`src/rtl/eep_prot_pkg.sv`:
```
package eep_prot_pkg;
  typedef enum logic [1:0] {
    OP_SET_WEL  = 2'd0,
    OP_CLR_WEL  = 2'd1,
    OP_MEM_WR   = 2'd2,
    OP_STAT_WR  = 2'd3
  } eep_op_e;

  // Region test on the two most significant address bits.
  function automatic logic in_locked_region(input logic [1:0] bp, input logic [1:0] top2);
    case (bp)
      2'b00:   return 1'b0;
      2'b01:   return (top2 == 2'b11);
      2'b10:   return top2[1];
      default: return 1'b1;
    endcase
  endfunction

  function automatic logic [7:0] pack_status(input logic srwd, input logic [1:0] bp,
                                             input logic wel, input logic wip);
    return {srwd, 3'b000, bp, wel, wip};
  endfunction
endpackage

```
`src/rtl/eep_write_guard.sv`:
```
module eep_write_guard
  import eep_prot_pkg::*;
#(
  parameter int ADDR_W = 12
) (
  input  logic              cmd_valid,
  input  eep_op_e           op,
  input  logic [ADDR_W-1:0] addr,
  input  logic              wel,
  input  logic              wip,
  input  logic              srwd,
  input  logic [1:0]        bp,
  input  logic              wp_n,
  input  logic              lvd,
  output logic              grant_d,
  output logic              deny_d,
  output logic              hw_locked,
  output logic              addr_locked
);
  localparam int TOP_LSB = ADDR_W - 2;

  logic is_req;
  logic ok;

  assign hw_locked   = srwd && !wp_n;
  assign addr_locked = in_locked_region(bp, addr[ADDR_W-1:TOP_LSB]);
  assign is_req      = cmd_valid && (op == OP_MEM_WR || op == OP_STAT_WR);

  always_comb begin
    ok = wel && !wip && !lvd;
    if (op == OP_MEM_WR)  ok = ok && !addr_locked;
    if (op == OP_STAT_WR) ok = ok && !hw_locked;
  end

  assign grant_d = is_req && ok;
  assign deny_d  = is_req && !ok;
endmodule

```
`src/rtl/eep_status_core.sv`:
```
module eep_status_core (
  input  logic       clk,
  input  logic       rst_n,
  input  logic       set_wel,
  input  logic       clr_wel,
  input  logic       start_mem,
  input  logic       start_stat,
  input  logic [2:0] stat_bits,
  input  logic       wr_done,
  input  logic       lvd,
  output logic       srwd,
  output logic [1:0] bp,
  output logic       wel,
  output logic       wip
);
  logic       pend_stat;
  logic [2:0] pend_bits;
  logic       finish;

  assign finish = wip && wr_done;

  always_ff @(posedge clk or negedge rst_n) begin
    if (!rst_n) begin
      srwd      <= 1'b0;
      bp        <= 2'b00;
      wel       <= 1'b0;
      wip       <= 1'b0;
      pend_stat <= 1'b0;
      pend_bits <= 3'b000;
    end else if (lvd) begin
      wel       <= 1'b0;
      wip       <= 1'b0;
      pend_stat <= 1'b0;
    end else if (finish) begin
      wip       <= 1'b0;
      wel       <= 1'b0;
      pend_stat <= 1'b0;
      if (pend_stat) begin
        srwd <= pend_bits[2];
        bp   <= pend_bits[1:0];
      end
    end else begin
      if (start_mem || start_stat) wip <= 1'b1;
      if (start_stat) begin
        pend_stat <= 1'b1;
        pend_bits <= stat_bits;
      end
      if (set_wel)      wel <= 1'b1;
      else if (clr_wel) wel <= 1'b0;
    end
  end

  AST_LVD_CLEARS: assert property (@(posedge clk) disable iff (!rst_n)
    lvd |=> (!wel && !wip));
  AST_DONE_CLEARS: assert property (@(posedge clk) disable iff (!rst_n)
    (finish && !lvd) |=> (!wel && !wip));
  AST_NV_STABLE_IN_WRITE: assert property (@(posedge clk) disable iff (!rst_n)
    (wip && !wr_done) |=> ($stable(srwd) && $stable(bp)));
  AST_START_NEEDS_WEL: assert property (@(posedge clk) disable iff (!rst_n)
    ((start_mem || start_stat) && !lvd) |=> wip);
endmodule

```
`src/rtl/eep_protect_ctrl.sv`:
```
module eep_protect_ctrl
  import eep_prot_pkg::*;
#(
  parameter int ADDR_W = 12
) (
  input  logic              clk,
  input  logic              rst_n,
  input  logic              cmd_valid,
  input  logic [1:0]        cmd_op,
  input  logic [ADDR_W-1:0] cmd_addr,
  input  logic [7:0]        cmd_data,
  input  logic              wp_n,
  input  logic              wr_done,
  input  logic              lvd,
  output logic [7:0]        status_q,
  output logic              grant,
  output logic              deny
);
  eep_op_e    op;
  logic       srwd, wel, wip;
  logic [1:0] bp;
  logic       grant_d, deny_d, hw_locked, addr_locked;
  logic       set_wel, clr_wel, start_mem, start_stat;

  assign op         = eep_op_e'(cmd_op);
  assign set_wel    = cmd_valid && op == OP_SET_WEL;
  assign clr_wel    = cmd_valid && op == OP_CLR_WEL;
  assign start_mem  = grant_d && op == OP_MEM_WR;
  assign start_stat = grant_d && op == OP_STAT_WR;

  eep_write_guard #(.ADDR_W(ADDR_W)) guard_i (
    .cmd_valid(cmd_valid), .op(op), .addr(cmd_addr), .wel(wel), .wip(wip),
    .srwd(srwd), .bp(bp), .wp_n(wp_n), .lvd(lvd),
    .grant_d(grant_d), .deny_d(deny_d), .hw_locked(hw_locked), .addr_locked(addr_locked)
  );

  eep_status_core core_i (
    .clk(clk), .rst_n(rst_n), .set_wel(set_wel), .clr_wel(clr_wel),
    .start_mem(start_mem), .start_stat(start_stat),
    .stat_bits({cmd_data[7], cmd_data[3:2]}), .wr_done(wr_done), .lvd(lvd),
    .srwd(srwd), .bp(bp), .wel(wel), .wip(wip)
  );

  always_ff @(posedge clk or negedge rst_n) begin
    if (!rst_n) begin
      grant <= 1'b0;
      deny  <= 1'b0;
    end else begin
      grant <= grant_d;
      deny  <= deny_d;
    end
  end

  assign status_q = pack_status(srwd, bp, wel, wip);

  AST_GRANT_DENY_EXCL: assert property (@(posedge clk) disable iff (!rst_n)
    $onehot0({grant, deny}));
  AST_GRANT_RAISES_WIP: assert property (@(posedge clk) disable iff (!rst_n)
    grant |-> status_q[0]);
  AST_HW_LOCK_DENIES: assert property (@(posedge clk) disable iff (!rst_n)
    (cmd_valid && op == OP_STAT_WR && hw_locked) |=> (deny && !grant));
  AST_NO_GRANT_NO_WEL: assert property (@(posedge clk) disable iff (!rst_n)
    (cmd_valid && !wel) |=> !grant);
  AST_BUSY_DENIES: assert property (@(posedge clk) disable iff (!rst_n)
    (cmd_valid && op[1] && wip) |=> !grant);
  AST_REGION_DENIES: assert property (@(posedge clk) disable iff (!rst_n)
    (cmd_valid && op == OP_MEM_WR && addr_locked) |=> !grant);
endmodule

```
`config.mk`:
```
export PLATFORM = sky130hd
export DESIGN_NAME = eep_protect_ctrl
export DESIGN_NICKNAME = d
export VERILOG_FILES = /design/src/rtl/eep_prot_pkg.sv /design/src/rtl/eep_write_guard.sv /design/src/rtl/eep_status_core.sv /design/src/rtl/eep_protect_ctrl.sv
export SDC_FILE = /design/constraint.sdc
export NUM_CORES = 1
export LEC_CHECK = 0
export BUFFER_PORTS_ARGS = -buffer_cell sky130_fd_sc_hd__buf_2
export CAP_MARGIN = 20
export CORE_UTILIZATION = 34
export CTS_CLUSTER_SIZE = 28
export DETAILED_ROUTE_END_ITERATION = 16
export PLACE_DENSITY = 0.72
export SYNTH_ARGS = -nofsm -noshare
export SYNTH_HDL_FRONTEND = slang
export SYNTH_SLANG_ARGS = --single-unit
export TNS_END_PERCENT = 5
```
`constraint.sdc`:
```
create_clock -name clk -period 1.25 [get_ports clk]
set_input_delay 0.0625 -clock clk [delete_from_list [all_inputs] [get_ports clk]]
set_output_delay 0.0625 -clock clk [all_outputs]
set_load 0.02 [all_outputs]
```
==> metrics.md, run 1 <==
| Metric | Value |
|---|---|
| Core area | 1366 um2 |
| CTS Sinks | 11 |
| Final Hold Vio Count | 0 |
| Max Fclk | ~790 MHz |
| Worst Setup SP | core_i.wip$_DFFE_PN0P_ |
| Gr ovfl total | 0 |
| Hold Path Class | input port to flop |
| EDFF count, synth | 0 |
| H-tree depth | 1 |
| YS warnings | 0 |
| Ranking of synthesized cells by area | dfrtp_1, buf_4, mux2_1 |
| Peak supply drop | about 0.0006 V |
| DIE WIDTH | 41.36 um |
| PD cells | about 1000 nW/um2 |
| Crit path capture | core_i.pend_bits[2]$_DFFE_PN0P_ |
| Top_reg_cell synth | dfrtp_1 |
| Most numerous cell in the Yosys netlist | dfrtp_1 |
| Slowest CP cell | dfrtp_1 |
| ANT nets after route | 0 |
| First-pass GRT wire length | 1538 um |
| Largest net degree at the start of global routing | 12 |
| Worst stage delay on the critical path | 410 ps |
| # rows | 13 |
| Routed wire length | around 950 um |
| Number of global-route vias before repair | 367 |
| RSZ-0062 raised after global routing | yes |
| Initial Util | between 30% and 40% |
| Vias | roughly 400 |
| Post-route setup slack | -8.039 ps |
| Pleak | about 0.36 nW |
| Fill cell total of the finished layout | around 140 |
| R2R Path End | core_i.pend_bits[2]$_DFFE_PN0P_ |
| Initial antenna violation count | 0 |
| Post-DR wirelength/cell | approximately 11 um |
| Post-synth top area cell | dfrtp_1 |
| Drt pass-1 iters | 4 |
| Startpoint Class | flop |
| Slew Limit Fails | 0 |
| Root Driver | clkbuf_4 |
| Area of the multi-input gates | around 220 um2 |
| First DRT Iteration DRCs | 4 |
| Failing checks | setup timing |
| GPL Wtd Cong | slightly above 0.7 |
| # DRC | 0 |
| Die footprint | between 1500 and 2000 um2 |
| Sequential area share after synthesis | 52.26% |
| Non-Filler Instances | 84 |
| Mean post-synth cell area | ~12 um2 |
| GRT Overall Usage | 14.12% |
| Via-to-Cell Ratio | 4.738 |
| Cell Area, Synth | between 500 and 600 um2 |
| Critical R2R Launch | core_i.wip$_DFFE_PN0P_ |
| Crit path max fanout | 4 |
| Top-area cell type share of the netlist area | between 50% and 60% |
| # diodes | 0 |
| Layout Skew | 3.902 ps |
| Status | finished with violations |
| Min Tclk post-route | 1258 ps |
| Setup_tns | -13.07 ps |
| Layout cell share with drive strength beyond 1 | between 40 and 50% |
| Fin nets | 98 |
| Reg-to-reg slack, setup | -8 ps |
| Endpoint class of the critical path | flop |
| Post-synth cell types | 18 |
| CP required | 1400 ps |
| FF+latch area | between 200 and 300 um2 |
| Worst skew pair latency | between 200 and 300 ps |
| Crit path DAT | approximately 1400 ps |
| Top Ports | 38 |
| Asr flop ratio synth | 100.0% |
| IO buf count | 19 |
| Synthesized flop and latch total | 11 |
| Max-cap violations | 0 |
| Synth-to-Final Area Change | 29.45% |
| Tcrit/Tclk final | 100.6% |
| Cells after Synth | between 40 and 50 |
| Crit-path cells | nor3b_4 > nand4_4 > mux2_1 |
| CTS tree | done |
| Reg2reg path depth | 3 |
| TritonCTS buffer count | 3 |
| Kind of critical path | flop to flop |
| Die height | 41.36 um |
| Post-synth top cells | dfrtp_1, buf_4, nand2_1 |
| Final setup violation count | 2 |
| Cell Count Post-Placement | 78 |
| Maximum clock path buffer count | 2 |
| Clk slew on worst S/H paths | roughly 70 ps |
## per-stage QoR
stage           power, W  setup slack [ps]  area, um2  util, %  hold slack [ps]
6_report       0.0007029            -8.039      681.9    49.91            3.937
5_1_grt        0.0007374            -77.45      681.9    49.91            1.461
4_1_cts        0.0007077            -46.74      681.9    49.91            4.756
3_5_place_dp   0.0004606            -76.39      625.6    45.79           -59.63
3_3_place_gp   0.0004582            -34.55      625.6    45.79           -63.56
2_1_floorplan  0.0004297             8.297      534.3        -           -233.1
## cell families (layout without fill, tap and decap cells)
group | after synthesis | count (layout) | synth area share, %
multiplexers | 6 | 6 | 12.83
AND/OR/NAND/NOR | 13 | 13 | 17.34
other | 1 | 3 | 0.7119
AO/OA/AOI/OAI | 7 | 7 | 7.601
flip-flops | 11 | 11 | 52.26
buffers and inverters | 7 | 29 | 9.262
## layout make-up
cell class / instances / area share, %
Clock buffer: 4 / 3.853
Timing Repair Buffer: 24 / 19.82
Inverter: 1 / 0.5505
Sequential cell: 11 / 40.37
Multi-Input combinational cell: 29 / 32.66
Tap cell: 15 / 2.752
## where the power goes
group	switching [W]	internal (W)
registers	0.00000791	0.000372
clock network	0.000117	0.000123
logic	0.0000433	0.0000394
## routing by layer
metal,global-route usage [%],vias up,share of wire [%]
met2,26.56,17,52
met3,4.787,2,6.3
met1,15.36,181,41
li1,-,198,-
met5,0,-,0
met4,2.419,0,0.42
## flip-flops by register name, summed over array words and instances, names as in the netlist
register          count
core_i.wip            1
core_i.srwd           1
grant                 1
core_i.bp             2
deny                  1
core_i.pend_stat      1
core_i.pend_bits      3
core_i.wel            1
## cell usage in the layout (no fill, tap or decap), types with 2 or more instances in the layout
cell type / count
buf_2: 19
dfrtp_1: 11
nand2_1: 4
buf_4: 4
mux2_2: 3
conb_1: 3
clkbuf_4: 3
nand4b_1: 2
nand3_1: 2
o21ai_0: 2
a21oi_1: 2
mux2_1: 2
## what timing repair did
item	in CTS	in global routing
hold buffers	1	0
setup endpoints to repair	3	7
endpoints found under the hold margin	11	0
pin swaps	2	1
buffers inserted	1	0
gates resized for setup	2	1
## worst min path at each step
stage                           start                              end  cells after the start
after floorplan                 rst_n         core_i.bp[0]$_DFFE_PN0P_                      0
after detailed placement        rst_n  core_i.pend_bits[0]$_DFFE_PN0P_                      1
final                     cmd_data[3]  core_i.pend_bits[1]$_DFFE_PN0P_                      2
after global routing      cmd_data[7]  core_i.pend_bits[2]$_DFFE_PN0P_                      2
after global placement          rst_n  core_i.pend_bits[1]$_DFFE_PN0P_                      1
after CTS                 cmd_data[3]  core_i.pend_bits[1]$_DFFE_PN0P_                      2
## worst max-delay path: cells and delay by family, from the launching register on
kind	cells	cell delay, ps
DFF	1	410
muxes	1	340
and+or+nand+nor	2	400
(Power assumes the default switching activity.)
==> inputs of run 2 (changes only) <==
CORE_UTILIZATION = 36   (was 34)
PLACE_DENSITY = 0.73   (was 0.72)
SYNTH_HIERARCHICAL = 1   (was not set)
==> run 2 against run 1 <==
Against the previous run:
- total power decreased by 1.0%
- clock skew fell by 1.6 ps
- clock-buffer cell count unchanged
- critical path depth grew 3
- highest routed layer unchanged
- fmax down 29%
- first-iteration DRC count is 75% lower
- design area increased by 19%
- the run ends with DRC, setup timing left
- global-route usage grew 1.5 points
- setup slack lost 520 ps
- utilization grew 4.4 points
- sequential share of layout area is 6.3 points lower
- via count rose by 16%
==> metrics.md, run 2 <==
| Metric | Value |
|---|---|
| Status | finished with violations |
| Failing checks | DRC, setup timing |
| Endpoint class of the critical path | flop |
| Largest net degree at the start of global routing | 12 |
| Pleak | about 0.46 nW |
| Drt pass-1 iters | 9 |
| Crit-path cells | or3b_1 > a31oi_2 > o2111a_1 > and3_4 > nand2_4 > mux2_4 |
| Crit path max fanout | 3 |
| HPWL after DPL | between 800 and 900 um |
| Slew Limit Fails | 0 |
| PD cells | 860.6 nW/um2 |
| Most flops, register | core_i/pend_bits |
| Root Driver | clkbuf_4 |
| # DRC | 1 |
| Biggest regs | core_i/pend_bits (3), core_i/bp (2) |
| Vias | 462 |
| Area of the multi-input gates | roughly 270 um2 |
| Fill cell total of the finished layout | ~140 |
| Top Ports | 38 |
| Post-place setup slack | -569.2 ps |
| Core area | around 1500 um2 |
| Min Tclk post-route | between 1500 and 2000 ps |
| Via-to-Cell Ratio | roughly 4.8 |
| Number of global-route vias before repair | 434 |
| Max Fclk | 561.5 MHz |
| Slowest CP cell | dfrtp_1 |
| Post_cts resized | 0 |
| Hold WS | approximately 23 ps |
| Tcrit/Tclk final | 142.5% |
| TritonCTS buffer count | 3 |
| Final Hold Vio Count | 0 |
| First-pass GRT wire length | between 1500 and 2000 um |
| Initial antenna violation count | 0 |
| GPL Wtd Cong | roughly 0.7 |
| Post-DR wirelength/cell | around 11 um |
| First DRT Iteration DRCs | 1 |
| Maximum clock path buffer count | 2 |
| RSZ-0062 raised after global routing | yes |
| Routed wire length | roughly 1000 um |
| CP required | 1410 ps |
| Layout cell share with drive strength beyond 1 | ~60% |
| FF+latch area | 275.3 um2 |
| Gr ovfl total | 0 |
| Hold Path Class | input port to flop |
| Initial Util | between 30% and 40% |
| Layout Skew | 2.301 ps |
| Max-cap violations | 0 |
| CTS Sinks | 11 |
| ANT nets after route | 0 |
| # diodes | 0 |
| Commonest non-fill, non-tap cell in the layout | buf_2 |
| Die height | around 42 um |
| Most frequent cells in the layout | buf_2, buf_4, dfrtp_1 |
| Worst skew pair latency | 270 ps |
| GRT Overall Usage | around 16% |
| Crit path DAT | slightly below 2000 ps |
| Clk slew on worst S/H paths | 60 ps |
| Cell Area, Synth | roughly 570 um2 |
| Mean post-synth cell area | around 13 um2 |
| CTS tree | done |
| Die footprint | between 1500 and 2000 um2 |
| Fin nets | 109 |
| Max reg flops | 3 |
| Worst stage delay on the critical path | around 370 ps |
| Synth-to-Final Area Change | 41.05% |
| Peak supply drop | 0.0004611 V |
| Final setup violation count | 10 |
| Cells after Synth | 45 |
| IO buf count | 19 |
| Kind of critical path | flop to flop |
| Startpoint Class | flop |
| Post-route setup slack | -530.8 ps |
| DIE WIDTH | 41.90 um |
| H-tree depth | 1 |
| # rows | 14 |
| YS warnings | 6 |
-- run 2: critical path, delay by kind of cell, from the launching register on --
family	cells	cell delay [ps]
and+or+nand+nor	3	620
AOI/OAI and AO/OA	2	380
DFF	1	370
muxes	1	300
-- run 2: final cells by class --
type,count,area share (%)
Multi-Input combinational cell,30,33.28
Tap cell,16,2.477
Sequential cell,11,34.06
Clock buffer,4,3.251
Timing Repair Buffer,35,26.94
-- run 2: worst paths after layout --
| check | from | endpoint | slack, ps | cells after the start |
|---|---|---|---|---|
| setup / recovery | core_i/wip$_DFFE_PN0P_ | core_i/pend_bits[2]$_DFFE_PN0P_ | -530 | 6 |
| hold / removal | cmd_data[3] | core_i/pend_bits[1]$_DFFE_PN0P_ | 20 | 2 |
| setup reg to reg | core_i/wip$_DFFE_PN0P_ | core_i/pend_bits[2]$_DFFE_PN0P_ | -530 | 6 |
| hold reg to reg | core_i/pend_bits[1]$_DFFE_PN0P_ | core_i/bp[1]$_DFFE_PN0P_ | 490 | 1 |
| max in group asynchronous | rst_n | core_i/srwd$_DFFE_PN0P_ | 870 | 2 |
| min in group asynchronous | rst_n | deny$_DFF_PN0_ | 180 | 2 |
-- run 2: timing repair --
| action | CTS | global route |
|---|---|---|
| pin swaps | 4 | 1 |
| hold buffers | 1 | 0 |
| setup buffers | 4 | 0 |
| endpoints found under the hold margin | 11 | 0 |
| endpoints found under the setup margin | 5 | 10 |
-- run 2: per-layer routing --
layer	vias up	part of all wire [%]	GRT usage [%]
met3	5	8.9	7.826
li1	225	-	-
met2	16	49	22.81
met4	0	2.6	9.677
met5	-	0	0
met1	216	39	18.11
-- run 2: through the flow --
step                TNS (ps)  std cells  utilization, %  total power (W)  cell area, um2
floorplan              -2291         47               -        0.0004191           589.3
global placement       -2167         87           49.83        0.0004609           742.0
detailed placement     -2436         87           49.83        0.0004621           742.0
CTS                    -2681         96           54.29        0.0007129           808.3
global route           -3631         96           54.29        0.0007457           808.3
finish                 -2581         96           54.29        0.0006956           808.3
-- run 2: report_power, final --
group,switching [W],internal (W),leakage [nW]
Combinational,0.0000463,0.0000452,0.288
Clock,0.000113,0.000124,0.0150
Sequential,0.00000323,0.000364,0.152
==> inputs of run 3 (changes only) <==
CELL_PAD_IN_SITES_DETAIL_PLACEMENT = 1   (was not set)
CELL_PAD_IN_SITES_GLOBAL_PLACEMENT = 2   (was not set)
CORE_ASPECT_RATIO = 0.6   (was not set)
CORE_UTILIZATION = 20   (was 36)
GPL_ROUTABILITY_DRIVEN = 0   (was not set)
PLACE_DENSITY = not set   (was 0.73)
PLACE_DENSITY_LB_ADDON = 0.1   (was not set)
==> run 3 against run 2 <==
Against the previous run:
- the run ends with setup timing left
- clock-buffer cell count stayed put
- non-clock buffer count stayed put
- clock power is 54% higher
- critical path depth stayed put
- design area is 7.7% higher
- highest routed layer unchanged
- die area is 76% higher
- first-iteration DRC count grew to 11 times the previous value
- worst hold slack better by 35 ps
- clock skew is 1.4 ps higher
- critical endpoint is now core_i/pend_bits[0]$_DFFE_PN0P_
- routed wire length is 30% higher
- largest power group unchanged
- via count is 2.8% lower
- register-to-register slack worse by 40 ps
==> metrics.md, run 3 (synthesis gave the netlist of run 2 again) <==
| Metric | Value |
|---|---|
| Routed wire length | 1358 um |
| Pleak | ~0.47 nW |
| Max Fclk | around 550 MHz |
| Root Driver | clkbuf_8 |
| # diodes | 0 |
| DIE WIDTH | around 71 um |
| Max reg flops | 3 |
| TritonCTS buffer count | 3 |
| Total internal power | ~0.00064 W |
| CTS Sinks | 11 |
| ANT nets after route | 0 |
| Clk slew on worst S/H paths | approximately 50 ps |
| Hold Path Class | input port to flop |
| Commonest non-fill, non-tap cell in the layout | buf_2 |
| # rows | 14 |
| Net switching power figure | slightly below 0.0002 W |
| Via-to-Cell Ratio | about 4.0 |
| Tcrit/Tclk final | 145.8% |
| Endpoint class of the critical path | flop |
| Initial antenna violation count | 0 |
| Maximum clock path buffer count | 2 |
| H-tree depth | 1 |
| IO buf count | 19 |
| HPWL after DPL | 1113 um |
| RSZ-0062 raised after global routing | yes |
| Most frequent cells in the layout | buf_2, buf_4, dfrtp_1 |
| Biggest regs | core_i/pend_bits (3), core_i/bp (2) |
| # DRC | 0 |
| Final Hold Vio Count | 0 |
| Drt pass-1 iters | 5 |
| Max-cap violations | 0 |
| Final setup violation count | 7 |
| Fin nets | 109 |
| Slowest CP cell | dfrtp_1 |
| Vias | 449 |
| Gate power share | between 10% and 20% |
| Post-place setup slack | -575.2 ps |
| Worst stage delay on the critical path | 370 ps |
| Failing checks | setup timing |
| Net Sw Frac | 23.29% |
| Synth-to-Final Area Change | 51.96% |
| Top Ports | 38 |
| Clock network power share | a little over two fifths |
| Worst skew pair latency | ~240 ps |
| Die footprint | 3090 um2 |
| Buf/Inv on CP | 0 |
| CP top delay family | simple AND/OR/NAND/NOR gates |
| Sequential share of power | ~44% |
| CTS tree | done |
| Die height | 43.46 um |
| Cell Count Post-Placement | roughly 110 |
| Peak supply drop | roughly 0.00042 V |
| Most flops, register | core_i/pend_bits |
| Fill cell total of the finished layout | around 310 |
| GRT Overall Usage | a little over a tenth |
| Core area | about 2600 um2 |
| Non-Filler Instances | between 100 and 150 |
| Initial Util | 21.96% |
| First-pass GRT wire length | between 2000 and 2500 um |
| Min Tclk post-route | between 1500 and 2000 ps |
| Gr ovfl total | 0 |
| Total power | 0.0008339 W |
| First DRT Iteration DRCs | 11 |
| Hold WS | roughly 58 ps |
| Kind of critical path | flop to flop |
| PD cells | 957.6 nW/um2 |
| Layout Skew | 3.697 ps |
| Crit-path cells | or3b_1 > a31oi_2 > o2111a_1 > and3_4 > nand2_4 > mux2_4 |
| Crit path DAT | around 1900 ps |
| Status | finished with violations |
| Number of global-route vias before repair | around 480 |
| Layout cell share with drive strength beyond 1 | 62.50% |
| Largest net degree at the start of global routing | 12 |
| Crit path max fanout | 3 |
| Post-route setup slack | -572.0 ps |
| Slew Limit Fails | 0 |
| Startpoint Class | flop |
| CP required | between 1000 and 1500 ps |
| Post-DR wirelength/cell | approximately 12 um |
-- run 3: path summary, 6_finish.rpt --
check                                             start                               to  slack [ps]  depth (start not counted)
max reg2reg                      core_i/wip$_DFFE_PN0P_  core_i/pend_bits[0]$_DFFE_PN0P_        -570                          6
max in group asynchronous                         rst_n  core_i/pend_bits[0]$_DFFE_PN0P_         830                          2
min                                         cmd_data[7]  core_i/pend_bits[2]$_DFFE_PN0P_          60                          2
min reg2reg                core_i/pend_stat$_DFFE_PN0P_     core_i/pend_stat$_DFFE_PN0P_         480                          1
max                              core_i/wip$_DFFE_PN0P_  core_i/pend_bits[0]$_DFFE_PN0P_        -570                          6
min in group asynchronous                         rst_n                  grant$_DFF_PN0_         220                          2
-- run 3: final cells by class --
cell class	count	area, um2	share of cell area, %
multi-input cells	30	285.3	32.76
flip-flops and latches	11	275.3	31.61
repair buffers	35	225.2	25.86
clock buffers	4	45.04	5.172
well taps	32	40.04	4.598
-- run 3: metrics by stage --
stage	utilization [%]	cell area [um2]	setup TNS [ps]
final	33.37	870.8	-2771
after global routing	33.37	870.8	-3440
after CTS	33.08	863.3	-2843
after global placement	29.77	777.0	-2281
after detailed placement	29.77	777.0	-2588
after floorplan	-	589.3	-2291
-- run 3: power by group through the flow --
stage / Sequential [W] / Clock, W / Combinational (W)
2_1_floorplan: 0.000377 / 0 / 0.0000425
3_3_place_gp: 0.000375 / 0 / 0.0000931
3_5_place_dp: 0.000375 / 0 / 0.0000929
4_1_cts: 0.000369 / 0.000387 / 0.000100
5_1_grt: 0.000370 / 0.000400 / 0.000112
6_report: 0.000369 / 0.000364 / 0.000101
-- run 3: repair_timing --
item	4_1_cts	5_1_grt
endpoints found under the hold margin	11	0
pin swaps	2	2
setup buffers	2	0
gates cloned	0	0
hold buffers	1	0
setup endpoints to repair	6	10
gates resized for setup	4	2
-- run 3: layer usage --
| metal | track usage, % | up-vias | wire length (um) |
|---|---|---|---|
| met1 | 14.00 | 205 | 743 |
| met3 | 4.186 | 2 | 75 |
| met4 | 3.600 | 0 | 16 |
| met2 | 15.38 | 16 | 522 |
| met5 | 0 | - | 0 |
| li1 | - | 226 | - |
